`src/rtl/mixer_pkg.sv`:
```
package mixer_pkg;
    localparam int SW = 16;
    localparam int PW = 2 * SW;

    typedef enum logic [1:0] {
        MODE_PASS = 2'd0,
        MODE_MIX  = 2'd1,
        MODE_OSC  = 2'd2,
        MODE_ZERO = 2'd3
    } mix_mode_e;

    typedef struct packed {
        logic signed [SW-1:0] q;
        logic signed [SW-1:0] i;
    } iq_t;

    typedef struct packed {
        logic signed [PW-1:0] ii;
        logic signed [PW-1:0] qq;
        logic signed [PW-1:0] iq;
        logic signed [PW-1:0] qi;
    } prod_t;

    // Round half-up from Q2.30 sum to Q1.15, then saturate.
    function automatic logic signed [SW-1:0] round_sat(input logic signed [PW:0] acc);
        logic signed [PW:0] t;
        t = (acc + (PW+1)'(1 <<< (SW - 2))) >>> (SW - 1);
        if (t > (PW+1)'((1 <<< (SW - 1)) - 1))
            return {1'b0, {(SW-1){1'b1}}};
        else if (t < -(PW+1)'(1 <<< (SW - 1)))
            return {1'b1, {(SW-1){1'b0}}};
        else
            return t[SW-1:0];
    endfunction
endpackage

```
`src/rtl/mixer_ctrl.sv`:
```
module mixer_ctrl
    import mixer_pkg::*;
#(
    parameter int AW = 4
) (
    input  logic          clk,
    input  logic          rst,
    input  logic [AW-1:0] addr,
    input  logic          wen,
    input  logic [31:0]   wdata,
    output logic [31:0]   rdata,
    output mix_mode_e     mode
);
    localparam logic [AW-1:0] MODE_OFS = '0;

    logic hit;
    assign hit = (addr == MODE_OFS);

    always_ff @(posedge clk) begin
        if (rst)
            mode <= MODE_PASS;
        else if (wen && hit)
            mode <= mix_mode_e'(wdata[1:0]);
    end

    always_comb begin
        rdata = '0;
        if (hit)
            rdata[1:0] = mode;
    end

    // stored mode follows a write to offset 0
    p_mode_write_r2: assert property (@(posedge clk) disable iff (rst)
        (wen && hit) |=> (mode == mix_mode_e'($past(wdata[1:0]))));

    // other offsets leave the mode alone
    p_mode_keep_r2: assert property (@(posedge clk) disable iff (rst)
        (!(wen && hit)) |=> $stable(mode));
endmodule

```
`src/rtl/mixer_cmul.sv`:
```
module mixer_cmul
    import mixer_pkg::*;
(
    input  logic clk,
    input  logic en,
    input  iq_t  a,
    input  iq_t  b,
    output iq_t  y
);
    prod_t pr;

    always_ff @(posedge clk) begin
        if (en) begin
            pr.ii <= a.i * b.i;
            pr.qq <= a.q * b.q;
            pr.iq <= a.i * b.q;
            pr.qi <= a.q * b.i;
        end
    end

    logic signed [PW:0] sum_i, sum_q;
    always_comb begin
        sum_i = (PW+1)'(pr.ii) - (PW+1)'(pr.qq);
        sum_q = (PW+1)'(pr.iq) + (PW+1)'(pr.qi);
        y.i   = round_sat(sum_i);
        y.q   = round_sat(sum_q);
    end
endmodule

```
`src/rtl/stream_mixer.sv`:
```
module stream_mixer
    import mixer_pkg::*;
#(
    parameter int REG_AW = 4
) (
    input  logic              clk,
    input  logic              rst,
    input  logic [REG_AW-1:0] reg_addr,
    input  logic              reg_wen,
    input  logic [31:0]       reg_wdata,
    output logic [31:0]       reg_rdata,
    input  logic              s_d_valid,
    output logic              s_d_ready,
    input  logic [PW-1:0]     s_d_data,
    input  logic              s_o_valid,
    output logic              s_o_ready,
    input  logic [PW-1:0]     s_o_data,
    output logic              m_valid,
    input  logic              m_ready,
    output logic [PW-1:0]     m_data
);
    mix_mode_e mode;

    mixer_ctrl #(.AW(REG_AW)) u_ctrl (
        .clk   (clk),
        .rst   (rst),
        .addr  (reg_addr),
        .wen   (reg_wen),
        .wdata (reg_wdata),
        .rdata (reg_rdata),
        .mode  (mode)
    );

    logic adv, fire;
    assign adv       = !m_valid || m_ready;
    assign fire      = s_d_valid && s_o_valid && adv;
    assign s_d_ready = adv && s_o_valid;
    assign s_o_ready = adv && s_d_valid;

    // Stage 1: operands and mode captured with the beat
    logic      v1;
    iq_t       d1, o1;
    mix_mode_e mode1;
    iq_t       mix_y;

    mixer_cmul u_cmul (
        .clk (clk),
        .en  (fire),
        .a   (iq_t'(s_d_data)),
        .b   (iq_t'(s_o_data)),
        .y   (mix_y)
    );

    always_ff @(posedge clk) begin
        if (rst) begin
            v1    <= 1'b0;
            d1    <= '0;
            o1    <= '0;
            mode1 <= MODE_PASS;
        end else if (adv) begin
            v1 <= fire;
            if (fire) begin
                d1    <= iq_t'(s_d_data);
                o1    <= iq_t'(s_o_data);
                mode1 <= mode;
            end
        end
    end

    // Stage 2: output selection
    iq_t       sel;
    mix_mode_e mode2;
    always_comb begin
        unique case (mode1)
            MODE_PASS: sel = d1;
            MODE_MIX:  sel = mix_y;
            MODE_OSC:  sel = o1;
            default:   sel = '0;
        endcase
    end

    always_ff @(posedge clk) begin
        if (rst) begin
            m_valid <= 1'b0;
            m_data  <= '0;
            mode2   <= MODE_PASS;
        end else if (adv) begin
            m_valid <= v1;
            if (v1) begin
                m_data <= sel;
                mode2  <= mode1;
            end
        end
    end

    // nothing valid on the cycle after reset
    p_reset_quiet_r1: assert property (@(posedge clk)
        $past(rst) |-> !m_valid);

    // zero mode beats carry zero data
    p_zero_out_r6: assert property (@(posedge clk) disable iff (rst)
        (m_valid && mode2 == MODE_ZERO) |-> (m_data == '0));

    // the two inputs transfer together
    p_joint_take_r7: assert property (@(posedge clk) disable iff (rst)
        (s_d_valid && s_d_ready) |-> (s_o_valid && s_o_ready));

    // stalled output holds
    p_hold_out_r8: assert property (@(posedge clk) disable iff (rst)
        (m_valid && !m_ready) |=> (m_valid && $stable(m_data)));

    // an accepted beat occupies stage 1 on the next cycle
    p_stage_fill_r9: assert property (@(posedge clk) disable iff (rst)
        fire |=> v1);
endmodule

```
`config.mk`:
```
export PLATFORM = sky130hd
export DESIGN_NAME = stream_mixer
export DESIGN_NICKNAME = d
export VERILOG_FILES = /design/src/rtl/mixer_pkg.sv /design/src/rtl/mixer_ctrl.sv /design/src/rtl/mixer_cmul.sv /design/src/rtl/stream_mixer.sv
export SDC_FILE = /design/constraint.sdc
export NUM_CORES = 2
export LEC_CHECK = 0
export BUFFER_PORTS_ARGS = -buffer_cell sky130_fd_sc_hd__buf_2
export CAP_MARGIN = 20
export CORE_ASPECT_RATIO = 0.75
export CORE_MARGIN = 3
export CORE_UTILIZATION = 60
export CTS_BUF_LIST = sky130_fd_sc_hd__clkbuf_16
export DETAILED_ROUTE_END_ITERATION = 16
export GPL_TIMING_DRIVEN = 1
export PLACE_DENSITY = 0.87
export SLEW_MARGIN = 20
export SYNTH_ARGS = -nofsm -noshare
export SYNTH_HDL_FRONTEND = slang
export SYNTH_SLANG_ARGS = --single-unit
```
`constraint.sdc`:
```
create_clock -name clk -period 6.6 [get_ports clk]
set_clock_uncertainty 0.2 [all_clocks]
set_input_delay 0.33 -clock clk [delete_from_list [all_inputs] [get_ports clk]]
set_output_delay 0.33 -clock clk [all_outputs]
set_load 0.02 [all_outputs]
```
# ---- After elaboration in Yosys (flattened, before gate mapping)
# Index checks and enable logic that the tools add are counted.
dict set report totals {
  output_inout_bits 67
  word_cells 44
  regBits 230
}
dict set report op_classes {
  reduce_logical 11
  magnitude_cmp 4
  eq_ne 2
  n_addsub 4
  mul 4
  mux 6
}
# operator count
set op_table {}
lappend op_table {{16-bit by 16-bit multiplier with 32-bit output} 4}
lappend op_table {{32-bit one-hot mux with 3 select lines} 1}
lappend op_table {{33-bit by 16-bit adder with 33-bit output (second input constant)} 2}
lappend op_table {{16-bit two-way mux} 4}
lappend op_table {{18-bit by 16-bit greater-than comparator with 1-bit output (second input constant)} 2}
lappend op_table {{18-bit by 16-bit < comparator with 1-bit output (second input constant)} 2}
lappend op_table {{32-bit by 32-bit adder with 33-bit output} 1}
lappend op_table {{32-bit by 32-bit subtractor with 33-bit output} 1}
lappend op_table {{1-bit logical AND} 5}
lappend op_table {{4-bit logical NOT} 1}
lappend op_table {{2-bit AND reduction} 2}
lappend op_table {{2-bit by 1-bit == test with 1-bit output (second input constant)} 1}
lappend op_table {{2-bit == test (second input constant)} 1}
lappend op_table {{2-bit logical NOT} 1}
lappend op_table {{2-bit two-way mux} 1}
lappend op_table {{1-bit logical NOT} 1}
lappend op_table {{1-bit logical OR} 1}

# ---- Longest topological paths before layout
dict set report depth {
  depth_word 6
  ltp_mapped 24
  depth_no_buf 23
}

# ---- By module
# A second synthesis with hierarchy kept.
dict set report hier_totals {
  cells_unflattened 5460
  hier_area_um2 51939.8
}
# mod area_per_inst_um2 n_inst cells_each seq_area_each_um2
set by_module_without_submodules {}
lappend by_module_without_submodules {mixer_cmul 46563.4 1 4930 3843.7}
lappend by_module_without_submodules {stream_mixer 5024.8 1 487 2001.9}
lappend by_module_without_submodules {mixer_ctrl 351.6 1 43 40.0}

# ---- Worst setup path after synthesis
# OpenSTA, ideal clock, no wires.
dict set report synth_path {
  kind {input to register}
  from {in s_d_data[15]}
  to {reg u_cmul.pr[62] (netlist name), data pin}
  t_arrival_ps 6021
  stages 21
  path_buffers 2
  path_slack_ps 121
  required_time_ps 6142
  cell_sequence {clkbuf_1 nand2_1 inv_1 fa_1 fa_1 fa_1 fa_1 fa_1 inv_1 fa_1 inv_1 ha_1 clkbuf_1 nand3_1 nor3_1 a2111oi_0 o21ai_1 a2111oi_0 o21bai_1 a21oi_1 xnor2_1}
}
dict set report synth_via {
  elab_chain_cells 1
}
# element line_no
set synth_rtl {}
lappend synth_rtl {{start, declared} stream_mixer.sv:14} ;# input logic [PW-1:0] s_d_data,
lappend synth_rtl {{16-bit by 16-bit multiplier with 32-bit output} mixer_cmul.sv:16} ;# pr.iq <= a.i * b.q;
lappend synth_rtl {{end, declared} mixer_cmul.sv:10} ;# prod_t pr;
# No other way between the ends.
# A chain may end at the register's enable or synchronous reset.

# ---- Final worst setup path
dict set report layout_path {
  from {in s_d_data[22]}
  to {reg u_cmul.pr[28] (netlist name), data pin}
}
dict set report layout_via {
  elab_chain_cells 1
}
# element line_no
set layout_rtl {}
lappend layout_rtl {{16-bit by 16-bit multiplier with 32-bit output} mixer_cmul.sv:17} ;# pr.qi <= a.q * b.i;
# No other way between the ends.

==> flow_metrics.env <==
export IMPL_outcome="finished, final reports clean"
export IMPL_area_growth_pct=11.5
export IMPL_clkTransAtPathRegs_ps=80
export IMPL_ys_ff_latch=230
export IMPL_io_buffers=112
export IMPL_first_pass_iters=6
export IMPL_path_cells="buf_2, and2_1, fa_1, fa_1, ha_1, inv_1, fa_1, inv_1, fa_1, inv_1, fa_1, inv_1, ha_1, a21o_1, a21oi_1, o211a_1, o211ai_1, a211oi_2, o31ai_1, buf_4, a21oi_1, o21bai_1, a21oi_1, xnor2_1"
export IMPL_drive_above_1_share_pct=11.3
export IMPL_finalCritPeriodShare_pct=97.5
export IMPL_drt_iter0_drc=3951
export IMPL_crit_buf_inv=6
export IMPL_path_delay_family="adder cells"
export IMPL_post_place_ws_ps=-562
export IMPL_dpl_hpwl_um=116000
export IMPL_slew_viol_final=0
export IMPL_cp_depth=24
export IMPL_synthArstFlopShare_pct=0
export IMPL_drt_drc_violations_left=0
export IMPL_period_needed_ps=6440
export IMPL_cts_root_buf="clkbuf_16"
export IMPL_synth_area_um2=50600
export IMPL_ant_nets=0
export IMPL_fp_dieArea_um2=87900
export IMPL_clk_latency_ps=640
export IMPL_io_pins=173
export IMPL_synthDistinctLibCells=70
export IMPL_wl_per_cell_um=20.2
export IMPL_cp_slowest_cell="fa_1"
export IMPL_antenna_found_initial=11
export IMPL_tightest_slew_ps=1130
export IMPL_hold_viol=0
export IMPL_synthSimpleGateAreaFrac_pct=14.3
export IMPL_synth_warnings=0
export IMPL_cts_made_buffers=29
export IMPL_die_h_um=257
export IMPL_rsz0062_at_grt="no"
export IMPL_initial_utilization_pct=61.0
export IMPL_place_congestion=0.985
export IMPL_avgSynthCellArea_um2=9.37
export IMPL_r2r_end="m_data[18]"
export IMPL_hp_class="in -> reg"
export IMPL_core_area_um2=82900
export IMPL_r2r_slack_ps=1980
export IMPL_vias=39500
export IMPL_finalSetupViolCount=0
export IMPL_die_w_um=341
export IMPL_cts_sinks=230
export IMPL_synth_fa_ha_area_share_pct=52.6
export IMPL_cpMostUsedCell="fa_1"
export IMPL_slowest_delay_ps=550
export IMPL_synth_top_family_by_area="adder cells"
export IMPL_clk_path_buf_depth=3
export IMPL_synth_seq_area_share_pct=11.6
export IMPL_synth_compound_area_share_pct=6.90
export IMPL_first_global_vias=42800
export IMPL_cp_arrival_ps=6630
export IMPL_cp_max_fo=13
export IMPL_std_cell_rows=91
export IMPL_r2r_start="u_cmul.pr[2]"
export IMPL_cts_tree="done"
export IMPL_start_kind="input pin"
export IMPL_routed_wl_um=140000
export IMPL_synth_edff_count=128
export IMPL_critPathCapture="u_cmul.pr[28]"
export IMPL_muxShareOfSynthArea_pct=0.653
export IMPL_critical_path_required_ps=6790
export IMPL_cts_setup_buffers=0
export IMPL_grt_first_pass_wirelength_um=228000
export IMPL_synthFlopType="edfxtp_1"
export IMPL_synth_xor_area_share_pct=2.94
export IMPL_critPathCaptureType="flop"
export IMPL_grt_usage_pct=33.0
export IMPL_fmax_mhz=155
export IMPL_post_place_cells=6835
export IMPL_post_drt_via_cell_ratio=5.72
export IMPL_slew_headroom_pct=24.3
export IMPL_grt_ovfl_total=0
export IMPL_htreeDepth=1
export IMPL_final_fill_count=5810
export IMPL_fin_ws_ps=163
export IMPL_worstSetupPathType="in -> reg"
export IMPL_grt_max_degree=77
export IMPL_startpoint="s_d_data[22]"
export IMPL_maxCapViolations=0
export IMPL_fin_nets=7367
export IMPL_rr_worst_depth=12
export IMPL_instances_no_fill=6907
export IMPL_netlist_instances=5398
## cell usage after synthesis, drive strengths merged (38+ instances only)
cell / count / area, µm²
inv: 1190 / 4470
fa: 1048 / 21000
nand2: 674 / 2530
and2: 505 / 3160
ha: 450 / 5630
clkbuf: 222 / 833
a21oi: 212 / 1060
xnor2: 133 / 1160
edfxtp: 128 / 3840
nor2: 106 / 398
dfxtp: 102 / 2040
o21ai: 82 / 410
a21o: 75 / 563
buf: 41 / 275
nand3: 38 / 190
## cell type report
type                            count  area [µm²]  share of cell area [%]
Clock buffer                       29         726                    1.29
Multi-Input combinational cell   3744       39300                    69.7
Clock inverter                     25         243                   0.430
Sequential cell                   230        5890                    10.4
Antenna cell                        5        12.5                  0.0222
Inverter                         1190        4470                    7.93
Timing Repair Buffer              568        4380                    7.76
Tap cell                         1116        1400                    2.48
## worst register-to-register path, delay by kind of cell, from the launching register on
kind | cells | cell delay (ps)
flip-flops | 1 | 370
adder cells (fa/ha/maj) | 2 | 580
AO/OA/AOI/OAI | 6 | 1910
AND/OR/NAND/NOR | 4 | 1430
## flip-flops by register name, indices dropped and copies added (netlist names)
signal and count:
u_ctrl.mode 2, v1 1, u_cmul.pr 128, m_valid 1
o1 32, m_data 32, mode1 2, d1 32
## routing by layer
metal | track usage (%) | share of wire, % | vias up
met5 | 0 | 0.046 | -
met4 | 13.7 | 5.2 | 10
met3 | 9.88 | 13 | 465
met2 | 49.2 | 43 | 2386
met1 | 45.2 | 38 | 19600
li1 | - | - | 17000
## worst min-delay path by stage
stage	start	end	slack (ps)	cells after the start
after floorplan	d1[0]	d1[0]	240	2
after CTS	s_d_data[23]	d1[23]	0.5	3
after global placement	d1[8]	d1[8]	240	2
final	s_d_data[23]	d1[23]	40	3
after global routing	s_o_data[21]	o1[21]	40	4
after detailed placement	d1[8]	d1[8]	250	2
## logic make-up after synthesis
family          count (synthesis)
simple gates                 1470
compound gates                543
other cells                     1
xor+xnor                      170
mux                            33
flops                         230
buf+inv                      1453
fa+ha+maj                    1498
## stage by stage
stage | cell area, µm² | hold WS (ps) | TNS (ps) | utilization [%]
2_1_floorplan | 50700 | 236 | 0 | -
3_3_place_gp | 55200 | 241 | -4440 | 66.6
3_5_place_dp | 55200 | 246 | -10500 | 66.6
4_1_cts | 56300 | 0.515 | 0 | 68.0
5_1_grt | 56400 | 40.0 | 0 | 68.1
6_report | 56400 | 35.0 | 0 | 68.1
## layout by cell type (no fill, tap or decap), types with 16 or more instances in the layout
cell type,netlist,layout
a21o_1,75,75
a21oi_1,212,208
and2_1,505,505
and3_1,21,21
buf_12,0,28
buf_2,1,107
buf_4,30,415
clkbuf_16,0,29
conb_1,1,30
dfxtp_1,102,101
edfxtp_1,128,128
fa_1,1048,1047
ha_1,450,450
inv_1,1190,1192
mux2i_1,33,33
nand2_1,674,673
nand2b_1,31,31
nand3_1,38,38
nor2_1,106,106
nor2b_1,17,17
nor3_1,26,26
o21a_1,16,16
o21ai_0,78,77
o21bai_1,24,24
xnor2_1,133,133
xor2_1,37,37
## timing repair
action                                  CTS  global route
endpoints found under the setup margin    0            19
resized for setup                         0            16
endpoints found under the hold margin    18             0
hold buffers                             13             0
Power is left out: the tool's default activity adds up to more than one toggle a clock period on the data nets, which glitch-free logic cannot reach.
